## src/rtl/stp_pkg.sv

```systemverilog
package stp_pkg;

    localparam int PH_W  = 6;
    localparam int QTR_W = 4;
    localparam int IDX_W = QTR_W + 1;
    localparam int LVL_W = 7;
    localparam logic [LVL_W-1:0] LVL_MAX = LVL_W'(100);

    typedef enum logic [1:0] {
        SHAPE_FULL  = 2'd0,
        SHAPE_FLAT  = 2'd1,
        SHAPE_TABLE = 2'd2
    } shape_e;

    typedef struct packed {
        logic [2:0] shift;
        shape_e     shape;
    } mode_cfg_t;

    typedef struct packed {
        logic [PH_W-1:0]  phase;
        logic             a_pos;
        logic [LVL_W-1:0] a_lvl;
        logic             b_pos;
        logic [LVL_W-1:0] b_lvl;
        logic             mon;
    } seq_state_t;

    // Grid unit is 1 << shift; rising-only mode sets sit one octave coarser.
    function automatic mode_cfg_t decode_mode(input logic rise_only,
                                              input logic [1:0] sel);
        mode_cfg_t c;
        c.shift = rise_only ? 3'(3'd4 - {1'b0, sel}) : 3'(3'd3 - {1'b0, sel});
        if (rise_only && sel == 2'd0) begin
            c.shape = SHAPE_FULL;
        end else if (rise_only && sel == 2'd1) begin
            c.shape = SHAPE_FLAT;
        end else begin
            c.shape = SHAPE_TABLE;
        end
        return c;
    endfunction

    // Quarter-wave current profile in percent, index 0..16.
    function automatic logic [LVL_W-1:0] quarter_level(input logic [IDX_W-1:0] idx);
        logic [LVL_W-1:0] v;
        case (idx)
            5'd0:    v = 7'd0;
            5'd1:    v = 7'd11;
            5'd2:    v = 7'd20;
            5'd3:    v = 7'd30;
            5'd4:    v = 7'd40;
            5'd5:    v = 7'd47;
            5'd6:    v = 7'd55;
            5'd7:    v = 7'd64;
            5'd8:    v = 7'd71;
            5'd9:    v = 7'd77;
            5'd10:   v = 7'd83;
            5'd11:   v = 7'd87;
            5'd12:   v = 7'd93;
            5'd13:   v = 7'd95;
            5'd14:   v = 7'd97;
            default: v = 7'd100;
        endcase
        return v;
    endfunction

endpackage

```

## src/rtl/stp_step_edge.sv

```systemverilog
module stp_step_edge #(
    parameter int SYNC_STAGES = 2
) (
    input  logic clk,
    input  logic rst_n,
    input  logic step_in,
    input  logic rise_only,
    output logic step_evt
);

    typedef struct packed {
        logic [SYNC_STAGES-1:0] sync;
        logic                   last;
    } edge_state_t;

    edge_state_t st_q, st_d;
    logic        synced;

    always_comb begin
        st_d      = st_q;
        st_d.sync = SYNC_STAGES'({st_q.sync, step_in});
        st_d.last = st_q.sync[SYNC_STAGES-1];
        synced    = st_q.sync[SYNC_STAGES-1];
        step_evt  = (synced & ~st_q.last) | (~rise_only & ~synced & st_q.last);
    end

    always_ff @(posedge clk) begin
        if (!rst_n) begin
            st_q <= '0;
        end else begin
            st_q <= st_d;
        end
    end

endmodule

```

## src/rtl/stp_winding_map.sv

```systemverilog
module stp_winding_map
    import stp_pkg::*;
#(
    parameter bit IS_B = 1'b0
) (
    input  logic [PH_W-1:0]  pq,
    input  shape_e           shape,
    input  logic             enable,
    output logic             pos,
    output logic [LVL_W-1:0] level
);

    logic [1:0]       quad;
    logic [QTR_W-1:0] frac;
    logic [IDX_W-1:0] rise_idx;
    logic [IDX_W-1:0] fall_idx;
    logic [IDX_W-1:0] idx;
    logic             raw_pos;
    logic [LVL_W-1:0] raw_lvl;

    always_comb begin
        quad     = pq[PH_W-1:QTR_W];
        frac     = pq[QTR_W-1:0];
        rise_idx = {1'b0, frac};
        fall_idx = IDX_W'(5'd16 - {1'b0, frac});
        if (IS_B) begin
            idx     = quad[0] ? fall_idx : rise_idx;
            raw_pos = ~quad[1];
        end else begin
            idx     = quad[0] ? rise_idx : fall_idx;
            raw_pos = (quad[1] == quad[0]);
        end
        case (shape)
            SHAPE_FULL: raw_lvl = LVL_MAX;
            SHAPE_FLAT: raw_lvl = (idx != '0) ? LVL_MAX : '0;
            default:    raw_lvl = quarter_level(idx);
        endcase
        pos   = enable ? raw_pos : 1'b0;
        level = enable ? raw_lvl : '0;
    end

endmodule

```

## src/rtl/stepper_phase_seq.sv

```systemverilog
module stepper_phase_seq
    import stp_pkg::*;
#(
    parameter int SYNC_STAGES = 2
) (
    input  logic             clk,
    input  logic             rst_n,
    input  logic             step_in,
    input  logic             dir_ccw,
    input  logic [1:0]       mode_sel,
    input  logic             rise_only,
    input  logic             enable,
    output logic             a_pos,
    output logic [LVL_W-1:0] a_level,
    output logic             b_pos,
    output logic [LVL_W-1:0] b_level,
    output logic             home_mon
);

    localparam int NUM_WIND = 2;

    seq_state_t       st_q, st_d;
    mode_cfg_t        cfg;
    logic             step_evt;
    logic [PH_W-1:0]  unit;
    logic [PH_W-1:0]  grid_mask;
    logic [PH_W-1:0]  pq_cur;
    logic [PH_W-1:0]  pq_next;
    logic [NUM_WIND-1:0] w_pos;
    logic [LVL_W-1:0] w_lvl [NUM_WIND];

    stp_step_edge #(.SYNC_STAGES(SYNC_STAGES)) u_edge (
        .clk       (clk),
        .rst_n     (rst_n),
        .step_in   (step_in),
        .rise_only (rise_only),
        .step_evt  (step_evt)
    );

    for (genvar w = 0; w < NUM_WIND; w++) begin : g_wind
        stp_winding_map #(.IS_B(w == 1)) u_map (
            .pq     (pq_next),
            .shape  (cfg.shape),
            .enable (enable),
            .pos    (w_pos[w]),
            .level  (w_lvl[w])
        );
    end

    always_comb begin
        cfg       = decode_mode(rise_only, mode_sel);
        unit      = PH_W'(1) << cfg.shift;
        grid_mask = ~(unit - PH_W'(1));
        pq_cur    = st_q.phase & grid_mask;
        st_d      = st_q;
        if (enable && step_evt) begin
            st_d.phase = dir_ccw ? (pq_cur - unit) : (pq_cur + unit);
        end
        pq_next    = st_d.phase & grid_mask;
        st_d.a_pos = w_pos[0];
        st_d.a_lvl = w_lvl[0];
        st_d.b_pos = w_pos[1];
        st_d.b_lvl = w_lvl[1];
        st_d.mon   = (pq_next == '0);
    end

    always_ff @(posedge clk) begin
        if (!rst_n) begin
            st_q     <= '0;
            st_q.mon <= 1'b1;
        end else begin
            st_q <= st_d;
        end
    end

    assign a_pos    = st_q.a_pos;
    assign a_level  = st_q.a_lvl;
    assign b_pos    = st_q.b_pos;
    assign b_level  = st_q.b_lvl;
    assign home_mon = st_q.mon;

endmodule

```

## config.mk

```make
export PLATFORM = sky130hd
export DESIGN_NAME = stepper_phase_seq
export DESIGN_NICKNAME = d
export VERILOG_FILES = /design/src/rtl/stp_pkg.sv /design/src/rtl/stp_step_edge.sv /design/src/rtl/stp_winding_map.sv /design/src/rtl/stepper_phase_seq.sv
export SDC_FILE = /design/constraint.sdc
export NUM_CORES = 1
export LEC_CHECK = 0
export CORE_MARGIN = 4
export CORE_UTILIZATION = 45
export DETAILED_ROUTE_END_ITERATION = 10
export PLACE_DENSITY = 0.65
export SETUP_SLACK_MARGIN = 0.2
export SLEW_MARGIN = 40
export SYNTH_ARGS = -nofsm -noshare
export SYNTH_HDL_FRONTEND = slang
export SYNTH_SLANG_ARGS = --single-unit
```

## constraint.sdc

```tcl
create_clock -name clk -period 6.5 [get_ports clk]
set_input_delay 1.3 -clock clk [delete_from_list [all_inputs] [get_ports clk]]
set_output_delay 1.3 -clock clk [all_outputs]
set_load 0.005 [all_outputs]
```

==> results of run 1 <==
[area by class of cell]
| cell class | count | area, um2 |
|---|---|---|
| Timing Repair Buffer | 33 | 308 |
| Inverter | 16 | 60.1 |
| Clock buffer | 3 | 41.3 |
| Clock inverter | 1 | 30.0 |
| Sequential cell | 26 | 520 |
| Tap cell | 54 | 67.6 |
| Multi-Input combinational cell | 205 | 1450 |
| Fill cell | 465 | 2210 |
[power groups by stage]
| stage | combinational, mW | clock (mW) | sequential [mW] |
|---|---|---|---|
| 6_report | 0.134 | 0.138 | 0.169 |
| 5_1_grt | 0.149 | 0.149 | 0.170 |
| 4_1_cts | 0.133 | 0.143 | 0.169 |
| 3_5_place_dp | 0.132 | 0 | 0.173 |
| 3_3_place_gp | 0.131 | 0 | 0.173 |
| 2_1_floorplan | 0.0960 | 0 | 0.172 |
[metrics by stage]
stage / instance area [um2] / setup WS [ns]
after floorplan: 2180 / 0.868
after CTS: 2480 / 0.698
after detailed placement: 2410 / 0.441
after global routing: 2480 / 0.292
after global placement: 2410 / 0.479
final: 2480 / 0.658
[per-layer routing]
layer  up-vias  track usage (%)
met1       895             26.0
met3         4             2.90
li1       1000                -
met4         0             4.27
met5         -                0
met2        48             27.0
[sequential cells by signal, indices dropped and copies added, names as in the netlist]
name,count
b_pos,1
b_level,7
a_pos,1
u_edge.st_q,1
home_mon,1
st_q,6
a_level,7
u_edge.st_d,2
[how the worst max path moves through the flow]
stage / end / cells past startpoint / slack (ns)
final: b_level[5]$_SDFF_PN0_ / 22 / 0.66
after global routing: b_level[5]$_SDFF_PN0_ / 22 / 0.29
after CTS: b_level[5]$_SDFF_PN0_ / 22 / 0.70
after detailed placement: b_level[5]$_SDFF_PN0_ / 22 / 0.44
after global placement: b_level[3]$_SDFF_PN0_ / 18 / 0.48
after floorplan: b_level[5]$_SDFF_PN0_ / 22 / 0.87
[synth_stat cells (3+ instances only)]
library cell,count
inv_1,14
nor3b_1,3
nand2b_1,6
nand2_1,18
xnor2_1,3
o211ai_1,4
buf_4,16
and3_1,3
a211oi_1,9
a21o_1,3
xor2_1,4
nor3_1,5
ha_1,17
nor2_1,22
nand3_1,6
a21oi_1,16
o21ai_0,13
and2_1,12
mux2i_1,3
a31oi_1,6
buf_2,3
o31ai_1,4
dfxtp_1,26
[cells in the final DEF (no fill, tap or decap), types with 3 or more instances in the layout]
cell type        Yosys  routed
dfxtp_1             26      26
clkdlybuf4s50_1      0      24
nor2_1              22      22
nand2_1             18      18
ha_1                17      17
a21oi_1             16      16
inv_1               14      14
o21ai_0             13      13
and2_1              12      12
a211oi_1             9       9
buf_4               16       9
a31oi_1              6       6
nand2b_1             6       6
nand3_1              6       6
nor3_1               5       5
xor2_1               4       4
o211ai_1             4       4
o31ai_1              4       4
nor3b_1              3       3
mux2i_1              3       3
a21o_1               3       3
xnor2_1              3       3
and3_1               3       3
clkbuf_8             0       3
[cell families after synthesis]
logic type | Yosys count
buffers and inverters | 37
adders and majority gates | 18
muxes | 4
AOI/OAI and AO/OA | 79
DFF | 26
and+or+nand+nor | 97
xor gates and xnor gates | 7
[critical path, stage by stage]
cell             delay [ns]
clkdlybuf4s50_1        0.48
inv_1                  0.06
ha_1                   0.42
or2_2                  0.33
a2bb2oi_1              0.15
ha_1                   0.26
or3_1                  0.43
and2_1                 0.19
nor2b_1                0.12
ha_1                   0.19
nand2b_1               0.09
a21oi_1                0.17
xor2_1                 0.26
mux2i_1                0.21
nor2_1                 0.25
inv_1                  0.13
o21ai_0                0.18
buf_4                  0.16
inv_1                  0.07
ha_1                   0.19
and2_0                 0.13
o31a_1                 0.27
==> results.sh, run 1 <==
export IMPL_vdd_ir_drop_max_uv=123
export IMPL_antenna_found_initial=0
export IMPL_clockPowerShare_pct=31.2
export IMPL_worst_hold_slack_ns=0.444
export IMPL_maxClockFrequency_ghz=0.171
export IMPL_n_antenna_cell=0
export IMPL_min_period_over_period_pct=89.9
export IMPL_die_height_um=77.5
export IMPL_drtIter0Drc=171
export IMPL_numPortBuffers=24
export IMPL_total_power_uw=441
export IMPL_outcome="finished, final reports clean"
export IMPL_worstMarginPinSlew_ns=0.787
export IMPL_finalNetCount=311
export IMPL_hold_end="u_edge.st_d[0]$_SDFF_PN0_"
export IMPL_drv_slew=0
export IMPL_synth_seq_cells=26
export IMPL_hp_class="flop to flop"
export IMPL_synthXorXnorAreaFrac_pct=2.82
export IMPL_final_cells=338
export IMPL_core_um2=4690
export IMPL_drv_cap=0
export IMPL_worstSetupEndpointType="flop"
export IMPL_wl_met2_mm=2.17
export IMPL_pin_count=25
export IMPL_worstSetupStartpoint="mode_sel[0]"
export IMPL_cts_buffers=3
export IMPL_row_count=25
export IMPL_avgSynthCellArea_um2=8.12
export IMPL_synth_area_top_cells="dfxtp_1 (24%), ha_1 (9.8%), buf_4 (5.5%), nor2_1 (3.8%), a21oi_1 (3.7%)"
export IMPL_postRouteAntennaNets=0
export IMPL_fin_util_pct=52.8
export IMPL_wl_met1_mm=2.57
export IMPL_numClockSinks=26
export IMPL_cts_setup_buffers=0
export IMPL_critPathKind="primary input to flop"
export IMPL_synth_mux_area_share_pct=1.90
export IMPL_die_width_um=77.5
export IMPL_start_util_pct=46.4
export IMPL_synthCells=268
export IMPL_htreeDepth=1
export IMPL_synthAdderAreaFrac_pct=10.7
export IMPL_synth_nets=294
export IMPL_cts_hold_buffers=0
export IMPL_wl_mm=5.07
export IMPL_grt_pass1_vias=1849
export IMPL_grt_total_usage_pct=17.8
export IMPL_arrival_ns=6.02
export IMPL_hold_violations=0
export IMPL_place_congestion=0.944
export IMPL_ctsResizeCount=0
export IMPL_clockRootBuffer="clkbuf_8"
export IMPL_ff2ff_setup_slack_ns=3.31
export IMPL_yosys_area_top_type="dfxtp_1"
export IMPL_slew_headroom_pct=47.2
export IMPL_tns_ns=0
export IMPL_dieArea_um2=6010
export IMPL_pwr_share_seq_pct=38.3
export IMPL_vias_per_cell=5.76
export IMPL_grt_max_degree=16
export IMPL_power_density_nw_per_um2=178
export IMPL_area_growth_pct=13.9
export IMPL_critical_path_peak_fanout=9
export IMPL_synth_edff_count=0
export IMPL_cts_tree="done"
export IMPL_holdPathStages=1
export IMPL_p_leak_nw=1.01
export IMPL_overflow=0
export IMPL_worstReg2RegStart="st_q[18]$_SDFF_PN0_"
export IMPL_cts_buffer_depth=2
export IMPL_vias=1947
export IMPL_synth_compound_area_share_pct=26.2
export IMPL_switching_power_uw=135
export IMPL_dr_pass1_iters=4
export IMPL_skew_ns=0.00400
export IMPL_wl_per_cell_um=15.0
export IMPL_syn_area_um2=2180
export IMPL_grt_first_pass_wirelength_mm=8.75
export IMPL_seq_area_frac_synth_pct=23.9
export IMPL_setup_viol=0
export IMPL_synth_cell_type_count=64
export IMPL_r2r_end="b_level[5]$_SDFF_PN0_"
export IMPL_remaining_drc_errors=0
export IMPL_min_period_ns=5.84
export IMPL_synthArstFlopShare_pct=0
export IMPL_dp_hpwl_mm=3.98
export IMPL_met3_length_um=294
export IMPL_grt_setup_unrepaired="no"
export IMPL_holdCritStartpoint="u_edge.st_d[2]$_SDFF_PN0_"
export IMPL_r2r_cells=14
export IMPL_p_int_uw=306
export IMPL_cp_required_ns=6.68
export IMPL_path_clk_slew_ns=0.10
export IMPL_drive_above_1_share_pct=9.86
export IMPL_synth_top_family_by_area="compound AO/OA/AOI/OAI gates"
export IMPL_p_comb_share_pct=30.4
export IMPL_sw_frac_of_total_pct=30.6
export IMPL_synth_simple_area_share_pct=25.1
export IMPL_clock_latency_ns=0.28
export IMPL_yosysWarningCount=0
export IMPL_netlist_area_leader_share_pct=23.9
export IMPL_top_layer="met4"
export IMPL_dp_cells=334
export IMPL_startpoint_type="primary input"
export IMPL_synth_ff_type="dfxtp_1"
Power figures use the tool's default switching activity.
==> run 2: changes to the inputs <==
--- a/config.mk
+++ b/config.mk
@@ -6,9 +6,9 @@
 export NUM_CORES = 1
 export LEC_CHECK = 0
 export CORE_MARGIN = 4
-export CORE_UTILIZATION = 45
+export CORE_UTILIZATION = 55
 export DETAILED_ROUTE_END_ITERATION = 10
-export PLACE_DENSITY = 0.65
+export PLACE_DENSITY = 0.77
 export SETUP_SLACK_MARGIN = 0.2
 export SLEW_MARGIN = 40
 export SYNTH_ARGS = -nofsm -noshare
==> run 2 against run 1 <==
Global-route usage grew 2.1 points. First-iteration DRC count fell by 12%. Core utilization up 13 points. Clock power is 5% lower. Via count shrank 0.56%. Non-clock buffer count fell by 2. Die area down 16%. Clock skew up 0.0014 ns. Largest power group unchanged.
==> results.sh, run 2 (synthesis gave the netlist of run 1 again) <==
export IMPL_grt_pass1_vias=1834
export IMPL_vias=1936
export IMPL_core_um2=3740
export IMPL_crit_chain="clkdlybuf4s50_1, inv_1, ha_1, or2_2, a2bb2oi_1, ha_1, or3_1, and2_1, nor2b_1, ha_1, a21o_1, o21a_1, o41ai_4, and4_1, nor2_1, and2_0, o31a_1"
export IMPL_drive_above_1_share_pct=9.93
export IMPL_final_cells=330
export IMPL_pre_cts_ws_ns=0.424
export IMPL_placed_cell_area_um2=2380
export IMPL_setup_viol=0
export IMPL_nFillCells=336
export IMPL_pin_count=25
export IMPL_drv_slew=0
export IMPL_cts_hold_buffers=0
export IMPL_start_util_pct=58.1
export IMPL_grt_total_usage_pct=19.9
export IMPL_arrival_ns=5.97
export IMPL_worstMarginPinSlew_ns=0.656
export IMPL_cpMostUsedCell="ha_1"
export IMPL_cts_tree="done"
export IMPL_row_count=22
export IMPL_finalNetCount=309
export IMPL_r2r_end="b_level[5]$_SDFF_PN0_"
export IMPL_wl_mm=4.82
export IMPL_overflow=0
export IMPL_outcome="finished, final reports clean"
export IMPL_setup_ws_ns=0.690
export IMPL_p_leak_nw=1.01
export IMPL_drtIter0Drc=151
export IMPL_place_congestion=0.915
export IMPL_ctsResizeCount=0
export IMPL_startpoint_type="primary input"
export IMPL_worstSetupEndpointType="flop"
export IMPL_grt_first_pass_wirelength_mm=8.36
export IMPL_cts_buffer_depth=2
export IMPL_critPathSlowestCell="o41ai_4"
export IMPL_crit_end="b_level[5]$_SDFF_PN0_"
export IMPL_grt_max_degree=16
export IMPL_maxClockFrequency_ghz=0.172
export IMPL_fin_area_um2=2470
export IMPL_slew_headroom_pct=55.8
export IMPL_remaining_drc_errors=0
export IMPL_dp_cells=326
export IMPL_critPathKind="primary input to flop"
export IMPL_power_density_nw_per_um2=176
export IMPL_wl_per_cell_um=14.6
export IMPL_n_antenna_cell=0
export IMPL_min_period_ns=5.81
export IMPL_numPortBuffers=24
export IMPL_die_width_um=70.9
export IMPL_clock_latency_ns=0.27
export IMPL_vias_per_cell=5.87
export IMPL_ff2ff_setup_slack_ns=3.36
export IMPL_clockRootBuffer="clkbuf_8"
export IMPL_min_period_over_period_pct=89.4
export IMPL_final_common_cell="dfxtp_1"
export IMPL_grt_setup_unrepaired="no"
export IMPL_worst_hold_slack_ns=0.457
export IMPL_cts_buffers=3
export IMPL_dieArea_um2=5030
export IMPL_path_clk_slew_ns=0.08
export IMPL_cts_setup_buffers=0
export IMPL_worstReg2RegStart="st_q[18]$_SDFF_PN0_"
export IMPL_critical_path_peak_fanout=9
export IMPL_vdd_ir_drop_max_uv=146
export IMPL_antenna_found_initial=0
export IMPL_layout_common_cells="dfxtp_1 (26), clkdlybuf4s50_1 (24), nor2_1 (22), nand2_1 (18), ha_1 (17)"
export IMPL_drv_cap=0
export IMPL_r2r_cells=14
export IMPL_cp_required_ns=6.66
export IMPL_htreeDepth=1
export IMPL_dr_pass1_iters=4
export IMPL_hold_violations=0
export IMPL_hp_class="flop to flop"
export IMPL_die_height_um=70.9
export IMPL_tns_ns=0
export IMPL_postRouteAntennaNets=0
export IMPL_slowest_delay_ns=0.58
export IMPL_worstSetupStartpoint="mode_sel[0]"
export IMPL_area_growth_pct=13.4
export IMPL_numClockSinks=26
export IMPL_skew_ns=0.00541
export IMPL_dp_hpwl_mm=3.78
-- run 2: per-stage QoR --
| stage | utilization (%) | power, mW |
|---|---|---|
| 3_5_place_dp | 63.7 | 0.303 |
| 5_1_grt | 65.9 | 0.457 |
| 4_1_cts | 65.6 | 0.435 |
| 2_1_floorplan | - | 0.268 |
| 6_report | 65.9 | 0.434 |
| 3_3_place_gp | 63.7 | 0.302 |
-- run 2: area by class of cell --
cell class / count / area [um2] / area share, %
Clock buffer: 3 / 41.3 / 1.67
Clock inverter: 1 / 30.0 / 1.22
Inverter: 16 / 60.1 / 2.43
Multi-Input combinational cell: 205 / 1460 / 59.3
Sequential cell: 26 / 520 / 21.1
Tap cell: 48 / 60.1 / 2.43
Timing Repair Buffer: 31 / 293 / 11.9
-- run 2: worst max-delay path: cells and delay by family --
| family | cells | cell delay, ns |
|---|---|---|
| compound gates | 5 | 1.45 |
| fa+ha+maj | 3 | 0.95 |
| buf+inv | 2 | 0.53 |
| simple gates | 7 | 1.74 |
-- run 2: how the worst min path moves through the flow --
| stage | end | startpoint | slack (ns) | cells past startpoint |
|---|---|---|---|---|
| after floorplan | u_edge.st_d[0]$_SDFF_PN0_ | u_edge.st_d[2]$_SDFF_PN0_ | 0.41 | 1 |
| after global placement | u_edge.st_d[0]$_SDFF_PN0_ | u_edge.st_d[2]$_SDFF_PN0_ | 0.42 | 1 |
| after detailed placement | u_edge.st_d[0]$_SDFF_PN0_ | u_edge.st_d[2]$_SDFF_PN0_ | 0.45 | 1 |
| after CTS | u_edge.st_d[0]$_SDFF_PN0_ | u_edge.st_d[2]$_SDFF_PN0_ | 0.47 | 1 |
| after global routing | u_edge.st_d[0]$_SDFF_PN0_ | u_edge.st_d[2]$_SDFF_PN0_ | 0.47 | 1 |
| final | u_edge.st_d[0]$_SDFF_PN0_ | u_edge.st_d[2]$_SDFF_PN0_ | 0.46 | 1 |
-- run 2: report_power, final --
part / internal [mW] / switching [mW] / total [mW] / leakage, nW
Sequential: 0.166 / 0.00279 / 0.169 / 0.212
Clock: 0.0824 / 0.0483 / 0.131 / 0.0357
Combinational: 0.0569 / 0.0771 / 0.134 / 0.764
Total: 0.306 / 0.128 / 0.434 / 1.01
-- run 2: layer usage --
layer	GRT usage (%)	wire (um)	vias to the layer above
met5	0	0	-
met4	3.76	55	0
met3	2.84	218	7
met2	29.8	2080	50
met1	30.4	2470	890
li1	-	-	989
==> run 3: changes to the inputs <==
--- a/config.mk
+++ b/config.mk
@@ -8,6 +8,7 @@
 export CORE_MARGIN = 4
 export CORE_UTILIZATION = 55
 export DETAILED_ROUTE_END_ITERATION = 10
+export GPL_TIMING_DRIVEN = 0
 export PLACE_DENSITY = 0.77
 export SETUP_SLACK_MARGIN = 0.2
 export SLEW_MARGIN = 40
==> run 3 against run 2 <==
Die area is the same. First-iteration DRC count up 22%. Wire length is 10% higher. Via count grew 8.2%. Combinational power increased by 9%. Design area is 4.9% higher. Sequential share of layout area decreased by 0.98 points. Register-to-register slack got worse by 0.42 ns. Power is 6.9% lower. Clock power fell by 33%. Hold slack worse by 0.016 ns. Critical path depth grew 3. Critical path type unchanged. Critical endpoint is now a_level[6]$_SDFF_PN0_.
==> results.sh, run 3 (synthesis gave the netlist of run 1 again) <==
export IMPL_start_util_pct=58.1
export IMPL_grt_first_pass_wirelength_mm=8.83
export IMPL_min_period_ns=5.99
export IMPL_cpMostUsedCell="ha_1"
export IMPL_worstSetupEndpointType="flop"
export IMPL_critical_path_peak_fanout=10
export IMPL_fin_area_um2=2590
export IMPL_cts_buffer_depth=2
export IMPL_critPathSlowestCell="fa_1"
export IMPL_numPortBuffers=23
export IMPL_drive_above_1_share_pct=16.0
export IMPL_pwr_share_seq_pct=41.9
export IMPL_critPathKind="primary input to flop"
export IMPL_dr_pass1_iters=7
export IMPL_drv_cap=0
export IMPL_finalNetCount=322
export IMPL_final_common_cell="dfxtp_1"
export IMPL_cts_buffers=3
export IMPL_row_count=22
export IMPL_vias_per_cell=6.13
export IMPL_numClockSinks=26
export IMPL_p_int_uw=270
export IMPL_area_growth_pct=18.9
export IMPL_wl_mm=5.33
export IMPL_p_leak_nw=1.09
export IMPL_dieArea_um2=5030
export IMPL_startpoint_type="primary input"
export IMPL_cts_tree="done"
export IMPL_placed_cell_area_um2=2470
export IMPL_crit_buf_inv=6
export IMPL_overflow=0
export IMPL_p_comb_share_pct=36.2
export IMPL_clockRootBuffer="clkbuf_8"
export IMPL_slowest_delay_ns=0.54
export IMPL_worstMarginPinSlew_ns=0.653
export IMPL_drtIter0Drc=184
export IMPL_wl_per_cell_um=15.6
export IMPL_maxClockFrequency_ghz=0.167
export IMPL_path_clk_slew_ns=0.08
export IMPL_crit_family="adder cells"
export IMPL_vias=2095
export IMPL_place_congestion=0.977
export IMPL_arrival_ns=6.13
export IMPL_htreeDepth=1
export IMPL_grt_total_usage_pct=21.3
export IMPL_hp_class="flop to flop"
export IMPL_outcome="finished, final reports clean"
export IMPL_grt_pass1_vias=1867
export IMPL_die_width_um=70.9
export IMPL_antenna_found_initial=0
export IMPL_skew_ns=0.00287
export IMPL_postRouteAntennaNets=0
export IMPL_die_height_um=70.9
export IMPL_layout_common_cells="dfxtp_1 (26), nor2_1 (22), clkdlybuf4s50_1 (22), nand2_1 (18)"
export IMPL_nFillCells=332
export IMPL_setup_viol=0
export IMPL_remaining_drc_errors=0
export IMPL_dp_hpwl_mm=3.92
export IMPL_slew_headroom_pct=56.0
export IMPL_tns_ns=0
export IMPL_n_antenna_cell=0
export IMPL_drv_slew=0
export IMPL_grt_setup_unrepaired="no"
export IMPL_pin_count=25
export IMPL_clockPowerShare_pct=21.8
export IMPL_power_density_nw_per_um2=156
export IMPL_grt_max_degree=14
export IMPL_cts_setup_buffers=0
export IMPL_switching_power_uw=134
export IMPL_cp_required_ns=6.64
export IMPL_crit_chain="dlymetal6s2s_1, buf_4, inv_1, ha_1, buf_2, or2_2, a2bb2oi_1, ha_1, nand2_1, fa_1, nand2b_1, mux2i_2, inv_1, ha_1, a21oi_1, a211oi_1, or2_1, buf_2, a2111oi_0, nor2_1"
export IMPL_sw_frac_of_total_pct=33.1
export IMPL_hold_violations=0
export IMPL_vdd_ir_drop_max_uv=141
export IMPL_cts_hold_buffers=0
export IMPL_core_um2=3740
export IMPL_min_period_over_period_pct=92.2
export IMPL_clock_latency_ns=0.27
[run 3: stage by stage]
step	hold WS (ns)	util (%)	power, mW	worst slack (ns)	instances
after global routing	0.464	69.1	0.429	0.224	342
after CTS	0.447	67.8	0.399	0.180	342
after detailed placement	0.427	65.9	0.307	-0.661	339
after floorplan	0.412	-	0.268	0.868	268
after global placement	0.414	65.9	0.304	-0.594	339
final	0.441	69.1	0.404	0.506	342
[run 3: final cells by class]
class,count,area [um2],area share (%)
Multi-Input combinational cell,205,1530,59.0
Sequential cell,26,520,20.1
Timing Repair Buffer,23,233,8.99
Buffer,21,146,5.66
Inverter,16,60.1,2.32
Tap cell,48,60.1,2.32
Clock buffer,3,41.3,1.60
[run 3: worst paths after layout]
path | startpoint | endpoint | slack, ns | cells past startpoint
worst min-delay path | u_edge.st_d[2]$_SDFF_PN0_ | u_edge.st_d[0]$_SDFF_PN0_ | 0.44 | 1
worst max-delay path | mode_sel[0] | a_level[6]$_SDFF_PN0_ | 0.51 | 20
worst min register to register | u_edge.st_d[2]$_SDFF_PN0_ | u_edge.st_d[0]$_SDFF_PN0_ | 0.44 | 1
worst max register to register | st_q[18]$_SDFF_PN0_ | a_level[6]$_SDFF_PN0_ | 2.94 | 12
[run 3: power by group through the flow]
stage          Combinational, mW  Sequential (mW)  Clock (mW)
4_1_cts                    0.137            0.169      0.0926
5_1_grt                    0.161            0.170      0.0978
2_1_floorplan             0.0960            0.172           0
3_3_place_gp               0.132            0.173           0
3_5_place_dp               0.134            0.173           0
6_report                   0.146            0.169      0.0882
[run 3: layer usage]
metal  wire [um]  up-vias  GRT usage (%)
li1            -     1022              -
met1        2470      968           31.5
met2        2360       86           31.8
met3         343       19           3.13
met4         159        0           6.47
met5           0        -              0
[run 3: repair_timing]
action | CTS | global route
setup endpoints to repair | 12 | 14
gates cloned | 0 | 0
resized for setup | 7 | 8
